### config.mk
export PLATFORM = sky130hd
export DESIGN_NAME = rxSyncHunter
export DESIGN_NICKNAME = d
export VERILOG_FILES = /design/src/rtl/rxsh_pkg.sv /design/src/rtl/rxshControl.sv /design/src/rtl/rxshDatapath.sv /design/src/rtl/rxSyncHunter.sv
export SDC_FILE = /design/constraint.sdc
export NUM_CORES = 1
export LEC_CHECK = 0
export ABC_AREA = 1
export BUFFER_PORTS_ARGS = -buffer_cell sky130_fd_sc_hd__buf_4
export CAP_MARGIN = 15
export CORE_MARGIN = 3
export CORE_UTILIZATION = 54
export DETAILED_ROUTE_END_ITERATION = 16
export HOLD_SLACK_MARGIN = 0.06
export PLACE_DENSITY = 0.75
export SETUP_SLACK_MARGIN = 0.15
export SYNTH_ARGS = -nofsm -noshare
export SYNTH_HDL_FRONTEND = slang
export SYNTH_SLANG_ARGS = --single-unit
### constraint.sdc
create_clock -name clk -period 1.8 [get_ports clk]
set_clock_uncertainty 0.1 [all_clocks]
set_input_delay 0.27 -clock clk [delete_from_list [all_inputs] [get_ports clk]]
set_output_delay 0.27 -clock clk [all_outputs]
set_load 0.01 [all_outputs]
### src/rtl/rxsh_pkg.sv
package rxsh_pkg;
  typedef struct packed {
    logic clearSync;
    logic loadCd;
    logic loadSlot;
    logic loadPattern;
    logic shiftIn;
  } ctlStrobe_t;
endpackage

### src/rtl/rxshControl.sv
module rxshControl
  import rxsh_pkg::*;
(
  input  logic       clk,
  input  logic       rstN,
  input  logic       enable,
  input  logic       restart,
  input  logic       cdN,
  input  logic       slotStart,
  input  logic       highway,
  input  logic       extSync,
  input  logic       diagNormal,
  input  logic       patMatch,
  output ctlStrobe_t strobe,
  output logic       inSync
);
  logic armed;
  logic halt;
  logic hunting;
  logic cdLow;
  logic gateOk;
  logic anyLoad;

  always_comb begin
    halt    = !enable || restart;
    hunting = !inSync && !halt;
    cdLow   = !cdN;
    gateOk  = !diagNormal || armed || cdLow;
    strobe.clearSync   = halt;
    strobe.loadSlot    = hunting && highway && slotStart;
    strobe.loadCd      = hunting && !highway && extSync && cdLow;
    strobe.loadPattern = hunting && !highway && !extSync && gateOk && patMatch;
    strobe.shiftIn     = inSync && !halt;
    anyLoad = strobe.loadSlot || strobe.loadCd || strobe.loadPattern;
  end

  always_ff @(posedge clk or negedge rstN) begin
    if (!rstN) begin
      inSync <= 1'b0;
      armed  <= 1'b0;
    end else begin
      if (halt)         inSync <= 1'b0;
      else if (anyLoad) inSync <= 1'b1;

      if (halt || anyLoad)            armed <= 1'b0;
      else if (!inSync && cdLow)      armed <= 1'b1;
    end
  end
endmodule

### src/rtl/rxshDatapath.sv
module rxshDatapath
  import rxsh_pkg::*;
#(
  parameter int BYTE_W = 8,
  parameter int SYNC_W = 2 * BYTE_W
) (
  input  logic              clk,
  input  logic              rstN,
  input  logic              rxBit,
  input  logic [SYNC_W-1:0] syncPattern,
  input  ctlStrobe_t        strobe,
  output logic              patMatch,
  output logic [BYTE_W-1:0] rxByte,
  output logic              rxValid
);
  localparam int CNT_W = $clog2(BYTE_W);
  localparam logic [CNT_W-1:0] LAST_BIT = CNT_W'(BYTE_W - 1);

  logic              prevBit;
  logic [SYNC_W-1:0] history;
  logic [BYTE_W-1:0] assemble;
  logic [CNT_W-1:0]  bitCount;
  logic [BYTE_W-1:0] nextAssemble;

  always_comb begin
    patMatch     = ({history[SYNC_W-2:0], rxBit} == syncPattern);
    nextAssemble = {assemble[BYTE_W-2:0], rxBit};
  end

  always_ff @(posedge clk or negedge rstN) begin
    if (!rstN) begin
      prevBit  <= 1'b0;
      history  <= '0;
      assemble <= '0;
      bitCount <= '0;
      rxByte   <= '0;
      rxValid  <= 1'b0;
    end else begin
      prevBit <= rxBit;
      history <= {history[SYNC_W-2:0], rxBit};
      rxValid <= 1'b0;
      if (strobe.clearSync) begin
        bitCount <= '0;
      end else if (strobe.loadPattern) begin
        rxByte   <= syncPattern[BYTE_W-1:0];
        rxValid  <= 1'b1;
        bitCount <= '0;
      end else if (strobe.loadCd) begin
        assemble <= {{(BYTE_W-2){1'b0}}, prevBit, rxBit};
        bitCount <= CNT_W'(2);
      end else if (strobe.loadSlot) begin
        assemble <= {{(BYTE_W-1){1'b0}}, rxBit};
        bitCount <= CNT_W'(1);
      end else if (strobe.shiftIn) begin
        assemble <= nextAssemble;
        if (bitCount == LAST_BIT) begin
          rxByte   <= nextAssemble;
          rxValid  <= 1'b1;
          bitCount <= '0;
        end else begin
          bitCount <= bitCount + CNT_W'(1);
        end
      end
    end
  end
endmodule

### src/rtl/rxSyncHunter.sv
module rxSyncHunter
  import rxsh_pkg::*;
#(
  parameter int BYTE_W = 8,
  parameter int SYNC_W = 2 * BYTE_W
) (
  input  logic              clk,
  input  logic              rstN,
  input  logic              enable,
  input  logic              restart,
  input  logic              rxBit,
  input  logic              cdN,
  input  logic              slotStart,
  input  logic              highway,
  input  logic              extSync,
  input  logic              diagNormal,
  input  logic [SYNC_W-1:0] syncPattern,
  output logic [BYTE_W-1:0] rxByte,
  output logic              rxValid,
  output logic              inSync
);
  ctlStrobe_t strobe;
  logic       patMatch;

  rxshControl uCtl (
    .clk(clk), .rstN(rstN), .enable(enable), .restart(restart),
    .cdN(cdN), .slotStart(slotStart), .highway(highway),
    .extSync(extSync), .diagNormal(diagNormal), .patMatch(patMatch),
    .strobe(strobe), .inSync(inSync)
  );

  rxshDatapath #(.BYTE_W(BYTE_W), .SYNC_W(SYNC_W)) uDp (
    .clk(clk), .rstN(rstN), .rxBit(rxBit), .syncPattern(syncPattern),
    .strobe(strobe), .patMatch(patMatch), .rxByte(rxByte), .rxValid(rxValid)
  );
endmodule

==> impl.org <==
** Critical path
- The worst setup path is captured at a flop.
- For the worst setup path, the data arrival time is 1.76 ns.
- Critical path start-end classification :: reg2reg
- Walking the worst path, the cells encountered are inv_2 -> nand3_4 -> nor2_4 -> nand2_1 -> nor2_4 -> buf_4 -> nand4_1 -> nand3_1 -> nand2_1.
- For this design, the slowest cell found on the critical path is dfrtp_1.
- For this run, the slowest stage of the critical path takes 0.42 ns.
- The cell family contributing the most delay on the critical path is simple AND/OR/NAND/NOR gates.
- Critical-path maximum fanout :: 5
- Required time at the worst-slack endpoint :: 1.93 ns
- The critical path contains buffers and inverters numbering 2 combined.
- STA classifies the critical path startpoint as a flop.

** Placed design
- In this run the cell area measured after placement is 2200 µm².
- Post-placement worst setup slack :: 0.160 ns
- The congestion estimate from routability-driven global placement came to 0.848.
- Port Buffer Count :: 35
- DPL Wire Length :: 3030 µm
- Counting tap cells, the placed design contains a total of 335 instances.

** Clock tree
- Sink count of the clock tree :: 36
- Clk Tree Root Cell :: clkbuf_4
- CTS tree :: done
- Buffer levels on the longest clock path :: 2
- Clock buffer count from CTS :: 5
- Clock-pin slew on the worst setup and hold paths :: 0.11 ns
- Insertion delay to the later sink of the worst-skew pair :: 0.34 ns
- The H-tree was split into 2 levels.

** Finish
- Highest-count cells in the layout ignoring fill and taps :: nand2_1 (98), inv_1 (45), buf_4 (42)
- 0 antenna diodes ended up in the layout.
- The finished cells cover 2400 µm².
- Leaving out filler cells and counting taps, the final layout contains 354.
- Cells with a size suffix above 1 make up 23.5% of the layout.
- Final core utilization :: 75.0%
- The net count of the finished layout is 337.
- Most common cell after layout, fill and taps aside :: nand2_1
- The area growth from synthesis to layout is 27.1%.

** Die
- Std-Cell Core Area :: 3200 µm²
- Once the floorplan was initialized, standard cells occupied 59.0% of the core.
- Horizontal extent of the die :: 65.2 µm
- From bottom edge to top edge, the die measures 65.2 µm.
- Rows :: 20
- Full die area :: 4250 µm²
- # IOs :: 36

** Logic synthesis
- Sequential elements use 47.7% of the synthesized area.
- The top cell type by area accounts for 47.7% of the synthesized area.
- Synthesis produced a netlist with a net count of 285.
- Combined area of all synthesized cells :: 1890 µm²
- Synth area leader :: dfrtp_1
- Synth top area cells :: dfrtp_1 (48%), nand2_1 (20%), inv_1 (8.9%)
- The cell count after synthesis came out at 257.
- Synth cell types :: 20
- Synthesis inferred 36 register bits.
- Count of yosys warnings during synthesis :: 0
- Each instance of the synthesized netlist takes up on average 7.36 µm².

** STA
- The smallest clock period supported by the final layout is computed as 1.63 ns.
- Final Cycle Share :: 90.4%
- Least setup slack across all paths after layout :: 0.173 ns
- For the pin with the worst max-slew slack, the measured transition is 0.438 ns.
- Final TNS setup :: 0 ns
- Number of endpoints failing setup at the final stage :: 0
- The hold violation count in the final report came to 0.
- Maximum frequency from static timing analysis :: 614 MHz
- The number of max-slew violations in the final report was 0.
- Worst slew margin :: 70.8%
- Setup repair after global routing could not meet its margin everywhere.
- Smallest hold slack :: 0.0857 ns

** GRT
- Entering global routing, the biggest net connects 37 pins.
- Antenna violations before repair :: 0
- Global routing finished with a remaining overflow of 0.
- Via count of the first global-routing pass :: 1504
- GRT Util Overall :: 21.5%
- The first global-routing pass estimated 6940 µm of wire.

** Status
- Status :: completed

** Routing
- Number of optimization iterations in the first detailed-route pass :: 4
- Wires add up to 4240 µm.
- Post-route antenna net violation count :: 0
- Detailed routing inserted a total of 1704 vias.
- In the routed design, unresolved DRC markers number 0.
- Via-per-instance ratio :: 4.81
- WL/cell :: 12.0 µm
- Violation count after the first detailed-route iteration :: 86

** Power
- The design draws 1.56 mW.
- Maximum resistive drop on vdd :: 0.402 mV
- Leakage power total :: 1.44 nW
- For this design the ratio of total power to cell area is 651 nW/µm².

** Min path
- Path category of the worst min-delay check :: in2reg

** Run
- Max-cap violations in this run came to 0.
-- timing repair --
item,4_1_cts,5_1_grt
setup endpoints to repair,5,20
buffers inserted,0,9
hold buffers,2,0
gates resized for setup,1,9
endpoints found under the hold margin,37,0
pin swaps,1,7
-- where the power goes --
part | switching [mW] | total [mW] | internal (mW) | leakage (nW)
Combinational | 0.142 | 0.245 | 0.102 | 0.940
Clock | 0.270 | 0.456 | 0.186 | 0.0380
Sequential | 0.0195 | 0.863 | 0.844 | 0.464
-- flip-flops by register name (all words and copies together), names as in the netlist --
name / count
uCtl.armed: 1
uDp.bitCount: 3
uDp.rxByte: 8
uDp.assemble: 7
uDp.history: 15
uDp.rxValid: 1
uCtl.inSync: 1
-- synth_stat cells, drive strengths merged --
library cell,count
dfrtp,36
nand3,14
xnor2,1
inv,50
nand4,11
ha,2
buf,1
nor2,25
o211ai,1
a21oi,3
nand2,103
nand3b,1
o22ai,6
o21ai,3
-- per-layer routing --
metal,wire length [µm],global-route usage (%),vias to the layer above
li1,-,-,894
met1,2000,32.4,746
met2,1860,30.3,57
met3,341,4.62,7
met4,43,7.77,0
met5,0,0,-
-- cells by family after synthesis --
group | Yosys count | synth area share, %
and+or+nand+nor | 154 | 36.1
adders and majority gates | 2 | 1.32
xor gates and xnor gates | 1 | 0.463
buffers and inverters | 51 | 10.5
DFF | 36 | 47.7
AOI/OAI and AO/OA | 13 | 3.97
-- final timing paths --
kind / from / endpoint / slack [ns] / cells after the start
hold reg to reg: uDp.history[12] / uDp.history[13] / 0.31 / 0
min in group asynchronous: rstN / uDp.history[13] / 0.30 / 2
hold / removal: rxBit / uDp.rxByte[0] / 0.09 / 3
max in group asynchronous: rstN / uDp.rxByte[4] / 0.99 / 2
setup / recovery: uCtl.inSync / uDp.rxByte[1] / 0.17 / 9
setup reg to reg: uCtl.inSync / uDp.rxByte[1] / 0.17 / 9
-- final cells by class --
class                           instances  area [µm²]
Clock inverter                          2        10.0
Timing Repair Buffer                   46         367
Inverter                               50         190
Sequential cell                        36         901
Clock buffer                            6        51.3
Fill cell                             267         801
Tap cell                               44        55.1
Multi-Input combinational cell        170         828
-- worst register-to-register path, cell delays in order, from the launching register on --
cell and delay (ns):
dfrtp_1 0.42, inv_2 0.10, nand3_4 0.08, nor2_4 0.11
nand2_1 0.10, nor2_4 0.18, buf_4 0.17, nand4_1 0.09
nand3_1 0.11, nand2_1 0.07
Power figures use the tool's default switching activity.
